File: config.mk
export PLATFORM = sky130hd
export DESIGN_NAME = indirect_ctl_bridge
export DESIGN_NICKNAME = d
export VERILOG_FILES = /design/src/rtl/indirect_ctl_bridge.sv
export SDC_FILE = /design/constraint.sdc
export NUM_CORES = 1
export LEC_CHECK = 0
export ABC_AREA = 1
export BUFFER_PORTS_ARGS = -buffer_cell sky130_fd_sc_hd__buf_4
export CORE_UTILIZATION = 35
export CTS_CLUSTER_SIZE = 16
export DETAILED_ROUTE_END_ITERATION = 7
export PLACE_DENSITY = 0.66
export SYNTH_ARGS = -nofsm -noshare
export SYNTH_HDL_FRONTEND = slang
export SYNTH_SLANG_ARGS = --single-unit
File: constraint.sdc
create_clock -name clk -period 1.7 [get_ports clk]
set_input_delay 0.17 -clock clk [delete_from_list [all_inputs] [get_ports clk]]
set_output_delay 0.17 -clock clk [all_outputs]
set_load 0.01 [all_outputs]
File: src/rtl/indirect_ctl_bridge.sv
module indirect_ctl_bridge #(
  parameter int NREG       = 32,
  parameter int HOST_AW    = 4,
  parameter int CFG_OFFSET = 0
) (
  input  logic                clk,
  input  logic                rst_n,
  input  logic [HOST_AW-1:0]  hst_addr,
  input  logic                hst_wr,
  input  logic [31:0]         hst_wdata,
  output logic [31:0]         hst_rdata,
  output logic [8*NREG-1:0]   bank_flat
);

  localparam int AW       = $clog2(NREG);
  localparam int RST_BIT  = 28;
  localparam int DIR_BIT  = 24;
  localparam int IDX_LSB  = 16;
  localparam int WDAT_LSB = 8;

  logic [31:8] cfg_q;
  logic [7:0]  bank [NREG];

  wire           cfg_sel   = (hst_addr == CFG_OFFSET[HOST_AW-1:0]);
  wire           cfg_wr    = hst_wr && cfg_sel;
  wire           bank_live = cfg_q[RST_BIT];
  wire [AW-1:0]  wr_idx    = hst_wdata[IDX_LSB +: AW];
  wire [AW-1:0]  rd_idx    = cfg_q[IDX_LSB +: AW];
  wire [7:0]     wr_byte   = hst_wdata[WDAT_LSB +: 8];
  wire           commit    = cfg_wr && bank_live && hst_wdata[RST_BIT]
                             && hst_wdata[DIR_BIT] && !cfg_q[DIR_BIT];
  wire           unused_low_byte = ^hst_wdata[7:0];

  always_ff @(posedge clk) begin
    if (!rst_n)      cfg_q <= '0;
    else if (cfg_wr) cfg_q <= hst_wdata[31:8];
  end

  for (genvar i = 0; i < NREG; i++) begin : g_entry
    always_ff @(posedge clk) begin
      if (!rst_n || !bank_live)
        bank[i] <= 8'h00;
      else if (commit && (wr_idx == AW'(i)))
        bank[i] <= wr_byte;
    end
    assign bank_flat[8*i +: 8] = bank[i];
  end

  always_ff @(posedge clk) begin
    if (!rst_n)       hst_rdata <= '0;
    else if (cfg_sel) hst_rdata <= {cfg_q, bank[rd_idx]};
    else              hst_rdata <= '0;
  end

endmodule

Word-level counts from Yosys, hierarchy flattened:

Memory sizes are Yosys's and may differ from the RTL's. A register that Yosys moved wholly into a read port is not among the register bits.
Cells that the tools add are included.

* memories: 1
* flip-flop bits (word level): 56
* bits in writable memories: 256
* input port bits: 39

* muxes and demuxes: 130
* reduce and logical (&&, ||, !) cells: 45
* equal/unequal tests: 31
* bitwise operators: 32

Memories
* bank: words 32, width 8, read ports 33, clocked after memory_dff 1, wr ports 32, RTL line 22 `logic [7:0] bank [NREG];`

Operators with widths (number)
* 2-to-1 mux 8 bit: 32
* 2-to-1 mux 1 bit: 98
* equality test 5 bit, second input constant: 16
* equality test 5 x 4 -> 1 bit, second input constant: 8
* logical AND 1 bit: 37
* OR 1 bit: 32
* equality test 5 x 3 -> 1 bit, second input constant: 4
* equality test 5 x 2 -> 1 bit, second input constant: 2
* equality test 5 x 1 -> 1 bit, second input constant: 1
* zero test 5 bit: 1
* zero test 1 bit: 4
* zero test 4 bit: 1
* AND reduction 2 bit: 1
* logical OR 1 bit: 1

Longest topological paths before layout:

Gate-level depths: netlist of run 1.

* word-level depth: 11
* mapped depth: 11
* depth with buffers taken out: 9

Worst setup path after synthesis of run 1:

Ideal clock, no wire load.

* path kind: input to register
* start: input port hst_addr[3]
* end: memory bank[8][0], enable pin
* required time: 1.371 ns
* library setup time: 0.329 ns
* stages: 8
* path buffers: 1
* path slack: 0.158 ns
* data arrival time: 1.213 ns
* cell sequence: nor2_1 -> nand3_1 -> nor2_2 -> nand2_2 -> nor2_4 -> buf_2 -> nand2_1 -> nand2_1

RTL lines
* from (decl): RTL line 8 `input logic [HOST_AW-1:0] hst_addr,`
* to (decl): RTL line 22

==> flow_summary.toml, run 1 <==
[routing]
antenna_left = 0
num_vias = 11920
first_pass_iters = 7
drtIter0Drc = 1105
drc_errors = 0
via_per_inst = 5.027
wire_per_inst_um = 20.88
drt_wl_total_mm = 49.53

[sta]
fin_hold_ws_ps = 52.67
max_freq_mhz = 622.4
finalCritPeriodShare_pct = 94.51
worst_pin_slew_ps = 464.5
hold_violations = 0
slew_viol_final = 0
rsz0062_at_grt = "yes"
maxSlewHeadroom_pct = 69.03
setup_viol = 0
fin_crit_ps = 1607
clock_skew_ps = 20.62

[critical_path]
reg2reg_from = "cfg_q[24]"
crit_required_ps = 1930
cp_num_cells = 9
crit_chain = "inv_2, nand2_1, nor2_2, nand2_2, nor2_4, buf_12, nand2_1, nand2_2, buf_4"
start_kind = "flip-flop"
worstRegToRegCells = 9
endpoint = "bank[7][5]"
r2r_end = "bank[7][5]"
r2r_slack_ps = 90
cpMaxStageDelayCell = "dfxtp_1"
worst_setup_path_end_kind = "flip-flop"
worst_ep_arrival_time_ps = 1840
path_max_fanout = 31
path_class = "flip-flop to flip-flop"
max_stage_delay_ps = 310
crit_family = "simple AND/OR/NAND/NOR gates"
crit_start = "cfg_q[24]"
path_buf_inv = 3

[floorplan]
core_area_um2 = 38830
start_util_pct = 35.67
num_rows = 72
dieArea_um2 = 40370
fp.dieH_um = 200.9
pin_count = 327
die_w_um = 200.9

[synthesis]
mappedNetlistArea_um2 = 13850
synth_top_area_share_pct = 55.51
avgSynthCellArea_um2 = 9.479
yosysTopAreaCell = "edfxtp_1"
ys_ff_latch = 312
synth_cell_types = 22
syn-num-nets = 1500
synth_warnings = 0
syn_inst = 1461
synth_seq_area_share_pct = 63.61
synth_area_leaders = "edfxtp_1 (56%), nand2_1 (12%), nor2_1 (8.1%), dfxtp_1 (8.1%), nand3_1 (7.2%)"

[cts]
clock_sink_count = 312
clk_latency_ps = 530
cts.htree.levels = 2
ctsRootBufferMaster = "clkbuf_16"
cts_tree = "yes"
post_cts_buffers = 0
clk_pin_slew_ps = 60
cts_buffer_depth = 3
numCtsBuffers = 35

[final_layout]
layout.nets = 1867
area_growth_pct = 36.94
fin_cells = 2372
multi_input_area_um2 = 4533
nFillCells = 3556
mostFrequentLayoutCell = "nand2_1"
ff_latch_area_um2 = 8813
drive_above_1_share_pct = 27.79
final_cell_mix = "nand2_1 (417), buf_4 (371), nor2_1 (298), edfxtp_1 (256), nand3_1 (194)"

[global_route]
grt_max_degree = 81
grt_pass1_wl_mm = 72.04
grt_overflow = 0
grt_pass1_vias = 11390
track_usage_pct = 24.01
antenna_found_initial = 1

[power_and_ir_drop]
p_per_area_nw_per_um2 = 872.0
ir_drop_mv = 0.6921
p_leak_nw = 8.369

[flow_run]
max_cap_violations = 0

[worst_hold_path]
min_path_type = "input pin to flip-flop"
min_from = "hst_wdata[28]"

[placed_design]
hpwl_mm = 34.56
place.port_buffers = 318
globalplace.congestion = 0.8568
dp_cells = 2286

[status]
status = "finished clean"
-- cell usage after synthesis --
master / n
a21oi_1: 23
a22o_1: 1
buf_1: 10
buf_2: 27
buf_4: 4
buf_6: 3
clkbuf_1: 55
clkinv_1: 1
dfxtp_1: 56
edfxtp_1: 256
inv_1: 33
inv_2: 5
nand2_1: 434
nand2_2: 1
nand3_1: 198
nand3_2: 8
nand3_4: 20
nor2_1: 300
nor2_2: 1
nor2_4: 2
o21ai_0: 13
o21ai_1: 10
-- power by group --
| group | leakage, nW | internal (mW) | total, mW | switching [mW] |
|---|---|---|---|---|
| Combinational | 4.23 | 0.287 | 0.810 | 0.523 |
| Clock | 0.542 | 4.43 | 7.47 | 3.04 |
| Sequential | 3.60 | 8.22 | 8.25 | 0.0386 |
| Total | 8.37 | 12.9 | 16.5 | 3.60 |
-- worst reg2reg max path, cell delays in order, from the launching register on --
cell and delay (ps):
dfxtp_1 310, inv_2 60, nand2_1 70, nor2_2 90, nand2_2 100, nor2_4 120, buf_12 220, nand2_1 130
nand2_2 90, buf_4 130
-- state kept, by name, summed over array words and instances (netlist names) --
| name | cells |
|---|---|
| bank | 256 |
| cfg_q | 24 |
| hst_rdata | 32 |
-- metal layers --
layer | up-vias | GRT usage [%] | routed length (um) | share of wire (%)
met5 | - | 0 | 0 | 0
met4 | 0 | 8.451 | 1549 | 3.1
met3 | 85 | 5.974 | 4688 | 9.5
met2 | 610 | 37.14 | 22570 | 46
met1 | 5651 | 32.68 | 20720 | 42
li1 | 5577 | - | - | -
-- layout make-up --
type	instances	area share (%)
diodes	1	0.01320
clock buffers	44	5.021
clock inverters	18	0.9237
inverters	39	0.7852
multi-input cells	1011	23.90
flip-flops and latches	312	46.48
well taps	518	3.418
repair buffers	429	19.46
-- worst min-delay path by stage --
| stage | end | slack [ps] | cells past startpoint |
|---|---|---|---|
| detailed placement | hst_rdata[26] | 430 | 2 |
| global route | cfg_q[28] | 70 | 4 |
| CTS | cfg_q[28] | 30 | 4 |
| global placement | hst_rdata[25] | 430 | 2 |
| finish | cfg_q[28] | 50 | 4 |
| floorplan | cfg_q[13] | 350 | 2 |
-- kinds of logic after synthesis --
| kind of cell | share of synthesized area (%) |
|---|---|
| AND/OR/NAND/NOR | 30.41 |
| flip-flops | 63.61 |
| buffers and inverters | 4.256 |
| AO/OA/AOI/OAI | 1.726 |
-- through the flow --
stage | setup WS, ps | util [%] | cell area, um^2 | power (mW) | setup TNS (ps)
2_1_floorplan | 157.7 | - | 13850 | 8.733 | 0
3_3_place_gp | -118.2 | 45.11 | 17510 | 9.167 | -13030
3_5_place_dp | -164.5 | 45.11 | 17510 | 9.175 | -18940
4_1_cts | 3.794 | 48.63 | 18880 | 16.65 | 0
5_1_grt | -37.26 | 48.83 | 18960 | 17.01 | -658.3
6_report | 93.32 | 48.84 | 18960 | 16.54 | 0
-- what timing repair did --
| item | CTS | global route |
|---|---|---|
| cloned | 0 | 0 |
| endpoints found under the hold margin | 23 | 0 |
| gates resized for setup | 4 | 24 |
| setup endpoints to repair | 32 | 296 |
| hold buffers | 23 | 0 |
(Power assumes the default switching activity.)
==> run 2, diff against run 1 <==
--- a/config.mk
+++ b/config.mk
@@ -10,7 +10,7 @@
 export CORE_UTILIZATION = 35
 export CTS_CLUSTER_SIZE = 16
 export DETAILED_ROUTE_END_ITERATION = 7
-export PLACE_DENSITY = 0.66
+export PLACE_DENSITY = 0.53
 export SYNTH_ARGS = -nofsm -noshare
 export SYNTH_HDL_FRONTEND = slang
 export SYNTH_SLANG_ARGS = --single-unit
==> flow_summary.toml, run 2 (synthesized netlist as in run 1, its figures left out) <==
[status]
status = "finished clean"

[placed_design]
globalplace.congestion = 0.8180
hpwl_mm = 34.71
place.port_buffers = 318

[final_layout]
drive_above_1_share_pct = 27.72
largest_reg_flops = 256
layout.nets = 1878
nFillCells = 3591
diodes = 0
regMostFlops = "bank"
final_cell_mix = "nand2_1 (430), buf_4 (374), nor2_1 (296), edfxtp_1 (256), nand3_1 (197)"
area_growth_pct = 38.31
mostFrequentLayoutCell = "nand2_1"
reg_top3 = "bank (256), hst_rdata (32), cfg_q (24)"

[sta]
worst_pin_slew_ps = 455.3
clock_skew_ps = 16.26
fin_hold_ws_ps = 59.62
max_freq_mhz = 627.0
setup_viol = 0
hold_violations = 0
finalCritPeriodShare_pct = 93.81
fin_tns_setup_ps = 0
slew_viol_final = 0
maxSlewHeadroom_pct = 69.64
rsz0062_at_grt = "yes"
fin_crit_ps = 1595

[cts]
cts_tree = "yes"
cts.htree.levels = 2
clock_sink_count = 312
clk_pin_slew_ps = 70
cts_buffer_depth = 3
post_cts_buffers = 0
numCtsBuffers = 36
ctsRootBufferMaster = "clkbuf_16"
clk_latency_ps = 520

[critical_path]
worst_ep_arrival_time_ps = 2010
crit_chain = "clkinv_2, buf_12, nand2_1, nand3_1, nand3_1, nand2_1, nand2_1, nand2_1, nand2_1, nand2_1"
crit_required_ps = 2110
path_max_fanout = 63
start_kind = "flip-flop"
path_class = "flip-flop to flip-flop"
worst_setup_path_end_kind = "flip-flop"
cpMaxStageDelayCell = "dfxtp_4"
crit_top_cell = "nand2_1"
max_stage_delay_ps = 380

[global_route]
grt_overflow = 0
track_usage_pct = 24.37
grt_pass1_wl_mm = 73.31
grt_max_degree = 65
grt_pass1_vias = 11390
antenna_found_initial = 0

[floorplan]
fp.dieH_um = 200.9
die_w_um = 200.9
start_util_pct = 35.67
dieArea_um2 = 40370
pin_count = 327
core_area_um2 = 38830
num_rows = 72

[power_and_ir_drop]
p_per_area_nw_per_um2 = 874.4
ir_drop_mv = 0.7689
total_power_mw = 16.75
p_leak_nw = 8.487

[routing]
first_pass_iters = 5
via_per_inst = 4.959
drt_wl_total_mm = 49.91
antenna_left = 0
drc_errors = 0
wire_per_inst_um = 20.94
num_vias = 11820
drtIter0Drc = 1004

[worst_hold_path]
min_path_type = "input pin to flip-flop"

[flow_run]
max_cap_violations = 0
==> run 2: cell count changes in the layout (fill, tap and decap cells not counted), sizes merged <==
cell / before / now
clkinv: 16 / 12
buf: 406 / 416
inv: 36 / 37
diode: 1 / 0
clkbuf: 44 / 49
==> run 2: where the power goes <==
part	leakage (nW)	switching, mW	internal (mW)
logic	4.31	0.511	0.291
clock network	0.571	3.05	4.64
registers	3.60	0.0407	8.22
total	8.49	3.60	13.1
==> run 2: area by class of cell <==
class | instances | area, um^2 | share of cell area, %
clock buffer | 49 | 1015 | 5.298
clock inverter | 15 | 153.9 | 0.8035
inverter | 39 | 148.9 | 0.7774
multi-input combinational | 1011 | 4496 | 23.47
sequential | 312 | 8813 | 46.02
tap | 518 | 648.1 | 3.384
timing repair buffer | 439 | 3879 | 20.25
==> run 2: timing repair <==
item / CTS / global route
hold buffers: 23 / 0
resized for setup: 0 / 12
setup endpoints to repair: 0 / 118
hold endpoints to repair: 23 / 0
==> run 2: per-stage QoR <==
stage	util [%]	setup slack [ps]	area, um^2	instances
after floorplan	-	157.7	13850	1461
after global placement	45.61	-108.2	17710	2296
after detailed placement	45.61	-139.8	17710	2296
after CTS	49.21	29.99	19110	2383
after global routing	49.33	-17.19	19150	2383
final	49.33	105.2	19150	2383
==> run 2: final timing paths <==
path                 start           end  slack, ps  cells after the start
max              cfg_q[16]  hst_rdata[1]        110                     10
min          hst_wdata[28]     cfg_q[28]         60                      4
max reg2reg      cfg_q[16]  hst_rdata[1]        110                     10
min reg2reg       cfg_q[8]  hst_rdata[8]        430                      2
==> run 2: metal layers <==
metal | wire length [um] | GRT usage, %
met1 | 21730 | 33.86
met2 | 22850 | 38.47
met3 | 4111 | 5.097
met4 | 1211 | 6.625
met5 | 0 | 0
==> run 2: worst max-delay path, delay by kind of cell (launching register included) <==
kind	cells	cell delay, ps
buf+inv	2	300
flops	1	380
simple gates	8	720
